[config.mk]
export PLATFORM = sky130hd
export DESIGN_NAME = tc_irq_flags
export DESIGN_NICKNAME = d
export VERILOG_FILES = /design/src/rtl/tc_irq_pkg.sv /design/src/rtl/tc_flag_bit.sv /design/src/rtl/tc_chan_ctrl.sv /design/src/rtl/tc_irq_combine.sv /design/src/rtl/tc_irq_flags.sv
export SDC_FILE = /design/constraint.sdc
export NUM_CORES = 1
export LEC_CHECK = 0
export BUFFER_PORTS_ARGS = -buffer_cell sky130_fd_sc_hd__clkbuf_2
export CAP_MARGIN = 20
export CORE_AREA = 2 2 39 41
export DETAILED_ROUTE_END_ITERATION = 8
export DIE_AREA = 0 0 41 43
export GPL_ROUTABILITY_DRIVEN = 0
export GPL_TIMING_DRIVEN = 0
export SETUP_SLACK_MARGIN = 0.5
export SLEW_MARGIN = 10
export SYNTH_ARGS = -nofsm -noshare
export SYNTH_HDL_FRONTEND = slang
export SYNTH_SLANG_ARGS = --single-unit
[constraint.sdc]
create_clock -name clk_i -period 0.8 [get_ports clk_i]
set_input_delay 0.08 -clock clk_i [delete_from_list [all_inputs] [get_ports clk_i]]
set_output_delay 0.08 -clock clk_i [all_outputs]
set_load 0.05 [all_outputs]
[src/rtl/tc_irq_pkg.sv]
package tc_irq_pkg;
  localparam int unsigned REG_W       = 8;
  localparam int unsigned OVF_BIT     = 0;
  localparam int unsigned ERR_BIT     = 1;
  localparam int unsigned CH_BIT_BASE = 4;

  function automatic logic [REG_W-1:0] impl_mask(input int unsigned n_ch);
    logic [REG_W-1:0] m;
    m = '0;
    m[OVF_BIT] = 1'b1;
    m[ERR_BIT] = 1'b1;
    for (int unsigned i = 0; i < n_ch; i++) m[CH_BIT_BASE+i] = 1'b1;
    return m;
  endfunction
endpackage

[src/rtl/tc_flag_bit.sv]
module tc_flag_bit (
  input  logic clk_i,
  input  logic rst_ni,
  input  logic set_i,
  input  logic clr_i,
  output logic q_o
);
  logic q_q;

  // set has priority over clear
  always_ff @(posedge clk_i or negedge rst_ni) begin
    if (!rst_ni)     q_q <= 1'b0;
    else if (set_i)  q_q <= 1'b1;
    else if (clr_i)  q_q <= 1'b0;
  end

  assign q_o = q_q;

  assert_set_wins_R9: assert property (@(posedge clk_i) disable iff (!rst_ni)
    set_i |=> q_o);
  assert_clear_R6: assert property (@(posedge clk_i) disable iff (!rst_ni)
    (clr_i && !set_i) |=> !q_o);
  assert_hold_R6: assert property (@(posedge clk_i) disable iff (!rst_ni)
    (!set_i && !clr_i) |=> $stable(q_o));
endmodule

[src/rtl/tc_chan_ctrl.sv]
module tc_chan_ctrl (
  input  logic match_i,
  input  logic capt_valid_i,
  input  logic capt_mode_i,
  input  logic cc_rd_i,
  input  logic wr_clr_i,
  input  logic flag_q_i,
  output logic set_o,
  output logic clr_o,
  output logic ovr_o
);
  logic rd_clr;

  assign rd_clr = cc_rd_i & capt_mode_i;
  assign set_o  = match_i | capt_valid_i;
  assign clr_o  = wr_clr_i | rd_clr;
  // capture lands while the previous value is still unread
  assign ovr_o  = capt_valid_i & flag_q_i;
endmodule

[src/rtl/tc_irq_combine.sv]
module tc_irq_combine #(
  parameter int unsigned W = 8
) (
  input  logic         clk_i,
  input  logic         rst_ni,
  input  logic [W-1:0] flags_i,
  input  logic [W-1:0] en_i,
  output logic         irq_o
);
  logic req_d, irq_q;

  assign req_d = |(flags_i & en_i);

  always_ff @(posedge clk_i or negedge rst_ni) begin
    if (!rst_ni) irq_q <= 1'b0;
    else         irq_q <= req_d;
  end

  assign irq_o = irq_q;

  assert_irq_rise_R10: assert property (@(posedge clk_i) disable iff (!rst_ni)
    (|(flags_i & en_i)) |=> irq_o);
  assert_irq_fall_R11: assert property (@(posedge clk_i) disable iff (!rst_ni)
    !(|(flags_i & en_i)) |=> !irq_o);
endmodule

[src/rtl/tc_irq_flags.sv]
module tc_irq_flags
  import tc_irq_pkg::*;
#(
  parameter int unsigned NUM_CH = 2
) (
  input  logic              clk_i,
  input  logic              rst_ni,
  input  logic [NUM_CH-1:0] match_i,
  input  logic [NUM_CH-1:0] capt_valid_i,
  input  logic [NUM_CH-1:0] capt_mode_i,
  input  logic [NUM_CH-1:0] cc_rd_i,
  input  logic              ovf_i,
  input  logic              wr_en_i,
  input  logic [REG_W-1:0]  wr_data_i,
  output logic [REG_W-1:0]  rd_data_o,
  input  logic [REG_W-1:0]  irq_en_i,
  output logic              irq_o
);
  localparam logic [REG_W-1:0] IMPL = impl_mask(NUM_CH);

  logic [NUM_CH-1:0] ch_q, ch_set, ch_clr, ch_ovr;
  logic              err_q, ovf_q;
  logic [REG_W-1:0]  flags;
  logic [REG_W-1:0]  wr_clr;
  logic              unused_wr;

  assign wr_clr    = wr_en_i ? wr_data_i : '0;
  assign unused_wr = ^(wr_data_i & ~IMPL);

  for (genvar g = 0; g < NUM_CH; g++) begin : g_ch
    tc_chan_ctrl u_ctrl (
      .match_i      (match_i[g]),
      .capt_valid_i (capt_valid_i[g]),
      .capt_mode_i  (capt_mode_i[g]),
      .cc_rd_i      (cc_rd_i[g]),
      .wr_clr_i     (wr_clr[CH_BIT_BASE+g]),
      .flag_q_i     (ch_q[g]),
      .set_o        (ch_set[g]),
      .clr_o        (ch_clr[g]),
      .ovr_o        (ch_ovr[g])
    );
    tc_flag_bit u_flag (
      .clk_i  (clk_i),
      .rst_ni (rst_ni),
      .set_i  (ch_set[g]),
      .clr_i  (ch_clr[g]),
      .q_o    (ch_q[g])
    );

    assert_match_sets_R3: assert property (@(posedge clk_i) disable iff (!rst_ni)
      match_i[g] |=> rd_data_o[CH_BIT_BASE+g]);
    assert_capt_sets_R4: assert property (@(posedge clk_i) disable iff (!rst_ni)
      capt_valid_i[g] |=> rd_data_o[CH_BIT_BASE+g]);
    assert_cmp_read_keeps_R7: assert property (@(posedge clk_i) disable iff (!rst_ni)
      (rd_data_o[CH_BIT_BASE+g] && cc_rd_i[g] && !capt_mode_i[g] &&
       !(wr_en_i && wr_data_i[CH_BIT_BASE+g])) |=> rd_data_o[CH_BIT_BASE+g]);
    assert_capt_read_clears_R7: assert property (@(posedge clk_i) disable iff (!rst_ni)
      (cc_rd_i[g] && capt_mode_i[g] && !match_i[g] && !capt_valid_i[g])
      |=> !rd_data_o[CH_BIT_BASE+g]);
  end

  tc_flag_bit u_err (
    .clk_i  (clk_i),
    .rst_ni (rst_ni),
    .set_i  (|ch_ovr),
    .clr_i  (wr_clr[ERR_BIT]),
    .q_o    (err_q)
  );

  tc_flag_bit u_ovf (
    .clk_i  (clk_i),
    .rst_ni (rst_ni),
    .set_i  (ovf_i),
    .clr_i  (wr_clr[OVF_BIT]),
    .q_o    (ovf_q)
  );

  always_comb begin
    flags          = '0;
    flags[OVF_BIT] = ovf_q;
    flags[ERR_BIT] = err_q;
    for (int unsigned i = 0; i < NUM_CH; i++) flags[CH_BIT_BASE+i] = ch_q[i];
  end

  assign rd_data_o = flags;

  tc_irq_combine #(.W(REG_W)) u_irq (
    .clk_i   (clk_i),
    .rst_ni  (rst_ni),
    .flags_i (flags),
    .en_i    (irq_en_i),
    .irq_o   (irq_o)
  );

  assert_reserved_zero_R2: assert property (@(posedge clk_i) disable iff (!rst_ni)
    (rd_data_o & ~IMPL) == '0);
  assert_ovf_sets_R5: assert property (@(posedge clk_i) disable iff (!rst_ni)
    ovf_i |=> rd_data_o[OVF_BIT]);
  assert_overrun_sets_err_R8: assert property (@(posedge clk_i) disable iff (!rst_ni)
    (|(capt_valid_i & rd_data_o[CH_BIT_BASE +: NUM_CH])) |=> rd_data_o[ERR_BIT]);
  assert_err_sticky_R8: assert property (@(posedge clk_i) disable iff (!rst_ni)
    (rd_data_o[ERR_BIT] && !(wr_en_i && wr_data_i[ERR_BIT])) |=> rd_data_o[ERR_BIT]);
endmodule

==> impl_metrics.tcl, run 1 <==
set metrics [dict create \
    drt_iter0_drc 7 \
    routed.top_layer "met4" \
    arrival_ps 920 \
    finalWorstSetupSlack_ps -203 \
    violations "negative hold slack, negative setup slack" \
    clock-sinks 5 \
    finalHoldViolCount 5 \
    die_x_um 41 \
    p_leak_nw 0.312 \
    finalCritPeriodShare 1.25 \
    ys_warn_count 0 \
    clk_latency_ps 240 \
    ys_seq_area_frac 0.465 \
    finalPower_mw 0.883 \
    wl_met1_um 274 \
    hold_slack_ps -354 \
    placed_area_um2 429 \
    crit_buf_inv 2 \
    grt_pass1_wl_um 1260 \
    start_util 0.194 \
    drive_gt1_frac 0.683 \
    cts_root_buffer "clkbuf_4" \
    critPathRequiredTime_ps 720 \
    dr.pass1.iters 4 \
    setup_violations 9 \
    pin_count 37 \
    drcViolationCount 0 \
    grt_pass1_vias 306 \
    stdcell_count 76 \
    cp_top_family "flip-flops" \
    path_class "register to primary output" \
    setup_tns_ps -1340 \
    grt.overflow.total 0 \
    layout_commonest_cell "clkbuf_2" \
    clk_pin_slew_ps 50 \
    rows 14 \
    nets 89 \
    outcome "finished with violations" \
    slew_violations 0 \
    cp_slowest_cell "dfrtp_1" \
    syn_area_per_cell_um2 10.8 \
    core_area_um2 1380 \
    crit_path_max_fanout 2 \
    max_freq_mhz 997 \
    ant_nets 0 \
    syn2layout_area_growth_pct 121 \
    clock_path_buffers 2 \
    path_depth 2 \
    wl_met3_um 100 \
    layout_min_cycle_time_ps 1000 \
    antennaDiodeCount 0 \
    dr_total_vias 308 \
    postSynthCellCount 25 \
    ir_drop_uv 933 \
    antenna_found_initial 0 \
    cts_buffers 3 \
    cap_viol_max_count 0 \
    rsz0062_at_grt "yes" \
    dieArea_um2 1760 \
    met2_length_um 405 \
    reg2regPathDepth 2 \
    fin_skew_ps 2.28 \
    dp.cells 68 \
    power_density_nw_per_um2 1480 \
    grt_max_degree 6 \
    syn_area_um2 269 \
    cts_tree "done" \
    stdcell_area_um2 596 \
    numPortBuffers 24 \
    cpPeakStageDelay_ps 400 \
    start_kind "register" \
    worstPathCellList "buf_6 > clkbuf_16" \
    vias_per_cell 4.05 \
    ys_seq_elements 5 \
    die_y_um 43 \
    mostFrequentLayoutCells "clkbuf_2 (19), buf_6 (6), buf_4 (6)" \
    h-tree-depth 1 \
    hold_path_class "input pin to asynchronous set/reset pin" \
    synthDistinctLibCells 9 \
    crit_path_end_kind "primary output" \
    wl_per_cell_um 10.4 \
    grt_use_total 0.113 \
    wirelength_um 788 \
]
## registers in the layout (all words and copies together), names as in the netlist
name             cells
g_ch.u_flag.q_o      2
u_err.q_o            1
u_irq.irq_o          1
u_ovf.q_o            1
## worst paths after layout
kind                                                     start               endpoint  slack, ps
worst max-delay path            g_ch[0].u_flag.q_o$_DFFE_PN0P_           rd_data_o[4]       -200
max in group asynchronous                               rst_ni  u_irq.irq_o$_DFF_PN0_       1000
worst max register to register  g_ch[0].u_flag.q_o$_DFFE_PN0P_  u_err.q_o$_DFFE_PN0P_       -190
worst min-delay path                                    rst_ni  u_ovf.q_o$_DFFE_PN0P_       -350
worst min register to register           u_ovf.q_o$_DFFE_PN0P_  u_ovf.q_o$_DFFE_PN0P_        600
min in group clk_i                                       ovf_i  u_ovf.q_o$_DFFE_PN0P_         10
## layer usage
metal	up-vias	GRT usage
met5	-	0
met4	0	0.0600
met3	2	0.0785
met2	22	0.166
met1	135	0.114
li1	149	-
## layout make-up
class	instances	area, um2
buffer	8	75.1
multi-input combinational	15	100
timing repair buffer	28	248
fill	138	788
tap	16	20.0
clock buffer	4	26.3
sequential	5	126
## power by group
group          total (mW)  leakage [nW]  internal [mW]  switching [mW]
clock               0.302        0.0150          0.189           0.113
sequential          0.279        0.0475          0.268          0.0114
combinational       0.302         0.249          0.157           0.146
## synth_stat cells
cell type / n / area [um2]
a211o_1: 2 / 17.5
a21boi_0: 1 / 7.51
a21o_1: 1 / 7.51
a221o_1: 1 / 10.0
a22oi_1: 4 / 30.0
buf_4: 8 / 60.1
conb_1: 1 / 3.75
dfrtp_1: 5 / 125
nand2_1: 2 / 7.51
## stage by stage
step	utilization	setup WS, ps	hold WS [ps]
2_1_floorplan	-	-47.7	-216
3_3_place_gp	0.310	-83.8	-96.8
3_5_place_dp	0.310	-95.5	-92.0
4_1_cts	0.424	-218	-357
5_1_grt	0.430	-246	-359
6_report	0.430	-203	-354
## kinds of logic (layout without fill, tap and decap cells)
kind of cell	after synthesis	after routing	synth area share
AOI/OAI and AO/OA	9	9	0.270
buffers and inverters	8	40	0.223
DFF	5	5	0.465
and+or+nand+nor	2	2	0.0279
other	1	4	0.0139
## repair_timing
action | CTS | global route
endpoints found under the setup margin | 10 | 10
buffers inserted | 3 | 1
endpoints found under the hold margin | 5 | 5
resized for setup | 19 | 1
Note: power is estimated with default switching activity, not from simulation.
==> run 2, diff against run 1 <==
ABC_AREA = 1   (was not set)
BUFFER_PORTS_ARGS = not set   (was -buffer_cell sky130_fd_sc_hd__clkbuf_2)
DONT_BUFFER_PORTS = 1   (was not set)
SYNTH_HIERARCHICAL = 1   (was not set)
==> run 2 against run 1 <==
The run still ends with negative hold slack, negative setup slack left; global-route usage shrank 2.6 points; highest routed layer unchanged; critical endpoint is now u_err/q_o$_DFFE_PN0P_; via count grew 15%; power shrank 13%.
==> impl_metrics.tcl, run 2 <==
set metrics [dict create \
    outcome "finished with violations" \
    violations "negative hold slack, negative setup slack" \
    cts_buffers 3 \
    ys_seq_elements 5 \
    synthSimpleGateAreaFrac 0.345 \
    finalHoldViolCount 6 \
    ys_warn_count 6 \
    drcViolationCount 0 \
    h-tree-depth 1 \
    ant_nets 0 \
    cts_hold_buf 1 \
    die_x_um 41 \
    crit_path_end_kind "register" \
    cpPeakStageDelay_ps 520 \
    rsz0062_at_grt "yes" \
    syn_area_per_cell_um2 5.59 \
    synthAdderAreaFrac 0 \
    synthMuxAreaShare 0 \
    setup_violations 7 \
    rows 14 \
    layout_commonest_cell "nand2_1" \
    worstPathCellList "nand2_1 > inv_1 > inv_1 > nand2_1 > inv_1 > nand2_1" \
    postSynthCellCount 70 \
    dr.pass1.iters 2 \
    dieArea_um2 1760 \
    mostFrequentLayoutCells "nand2_1 (33), inv_1 (22), conb_1 (8), buf_4 (5)" \
    antenna_found_initial 0 \
    yosysMostFrequentCell "nand2_1" \
    synth_top_area_cell "nand2_1" \
    dp_hpwl_um 621 \
    clock-sinks 5 \
    stdcell_count 99 \
    p_leak_nw 0.367 \
    hold_slack_ps -238 \
    synthDistinctLibCells 6 \
    synth_area_leaders "nand2_1 (33%), dfrtp_1 (32%), inv_1 (21%), buf_4 (12%), nor2_1 (1.9%)" \
    cap_viol_max_count 0 \
    numPortBuffers 0 \
    synth-xor-area-share 0 \
    cts_root_buffer "clkbuf_4" \
    path_class "register to register" \
    core_area_um2 1380 \
    antennaDiodeCount 0 \
    async_flop_share 1.00 \
    synth-compound-area-share 0 \
    pin_count 37 \
    clk_latency_ps 230 \
    finalCritPeriodShare 1.17 \
    largest_reg_flops 2 \
    synth_top_area_frac 0.326 \
    start_kind "register" \
    max_freq_mhz 1070 \
    syn2layout_area_growth_pct 27.2 \
    ys_seq_area_frac 0.319 \
    wl_per_cell_um 7.17 \
    nets 112 \
    grt_max_degree 6 \
    wirelength_um 710 \
    power_density_nw_per_um2 1550 \
    synth_edf_count 0 \
    syn_area_um2 392 \
    cp_slowest_cell "dfrtp_2" \
    hold_path_class "input pin to asynchronous set/reset pin" \
    crit_path_max_fanout 4 \
    arrival_ps 1060 \
    grt_use_total 0.0867 \
    synthFlopType "dfrtp_1" \
    dp.cells 93 \
    vias_per_cell 3.59 \
    dr_total_vias 355 \
    slew_violations 0 \
    drt_iter0_drc 1 \
    critPathRequiredTime_ps 930 \
    synthTopCellsByCount "nand2_1 (34), inv_1 (22), buf_4 (6)" \
    clk_pin_slew_ps 40 \
    ir_drop_uv 439 \
    clock_path_buffers 2 \
    synth_top_family_by_area "simple AND/OR/NAND/NOR gates" \
    grt_pass1_wl_um 966 \
    stdcell_area_um2 498 \
    layout_min_cycle_time_ps 932 \
    grt.overflow.total 0 \
    start_util 0.283 \
    grt_pass1_vias 271 \
    fin_skew_ps 0.972 \
    die_y_um 43 \
    cts_tree "done" \
    placed_area_um2 445 \
    drive_gt1_frac 0.169 \
    finalWorstSetupSlack_ps -132 \
]
## run 2: cell families (layout without fill, tap and decap cells)
logic type,count (synthesis),in the layout
simple gates,36,36
flops,5,5
buf+inv,28,34
other cells,1,8
## run 2: report_power, final
part	total, mW	internal [mW]	leakage [nW]	switching [mW]
Clock	0.284	0.188	0.0150	0.0958
Combinational	0.183	0.0665	0.306	0.116
Sequential	0.304	0.267	0.0462	0.0362
## run 2: what timing repair did
item,4_1_cts,5_1_grt
cloned,0,0
pin swaps,0,2
endpoints found under the setup margin,10,15
gates resized for setup,1,2
buffers inserted,0,1
hold endpoints to repair,6,6
## run 2: metrics by stage
step                      power, mW  setup slack [ps]  utilization  setup TNS (ps)
final                         0.770              -132        0.360            -540
after global routing          0.838              -202        0.360            -886
after CTS                     0.784              -146        0.351            -651
after detailed placement      0.474              -138        0.322            -278
after global placement        0.472              -119        0.322            -234
after floorplan               0.462             -89.1            -            -172
## run 2: worst paths after layout
path | from | endpoint | slack [ps] | cells past startpoint
max reg2reg | g_ch[0].u_flag/q_o$_DFFE_PN0P_ | u_err/q_o$_DFFE_PN0P_ | -130 | 6
min in group clk_i | ovf_i | u_ovf/q_o$_DFFE_PN0P_ | -50 | 2
min reg2reg | u_ovf/q_o$_DFFE_PN0P_ | u_ovf/q_o$_DFFE_PN0P_ | 530 | 2
max | g_ch[0].u_flag/q_o$_DFFE_PN0P_ | u_err/q_o$_DFFE_PN0P_ | -130 | 6
min | rst_ni | g_ch[0].u_flag/q_o$_DFFE_PN0P_ | -240 | 1
max in group asynchronous | rst_ni | u_irq/irq_o$_DFF_PN0_ | 820 | 1
## run 2: layer usage
layer  track usage  share of wire  wire length (um)
met2         0.119           0.45               322
met4        0.0800          0.020                14
met3        0.0366           0.13                91
met5             0              0                 0
met1        0.0945           0.40               281
## run 2: worst max-delay path, delay by kind of cell (launching register included)
kind | cells | cell delay [ps]
flip-flops | 1 | 520
buffers and inverters | 3 | 120
AND/OR/NAND/NOR | 3 | 180
## run 2: cell type report
type / count / area (um2)
Clock buffer: 4 / 26.3
Fill cell: 167 / 886
Tap cell: 16 / 20.0
Buffer: 6 / 52.6
Timing Repair Buffer: 2 / 20.0
Multi-Input combinational cell: 44 / 168
Inverter: 22 / 82.6
Sequential cell: 5 / 129
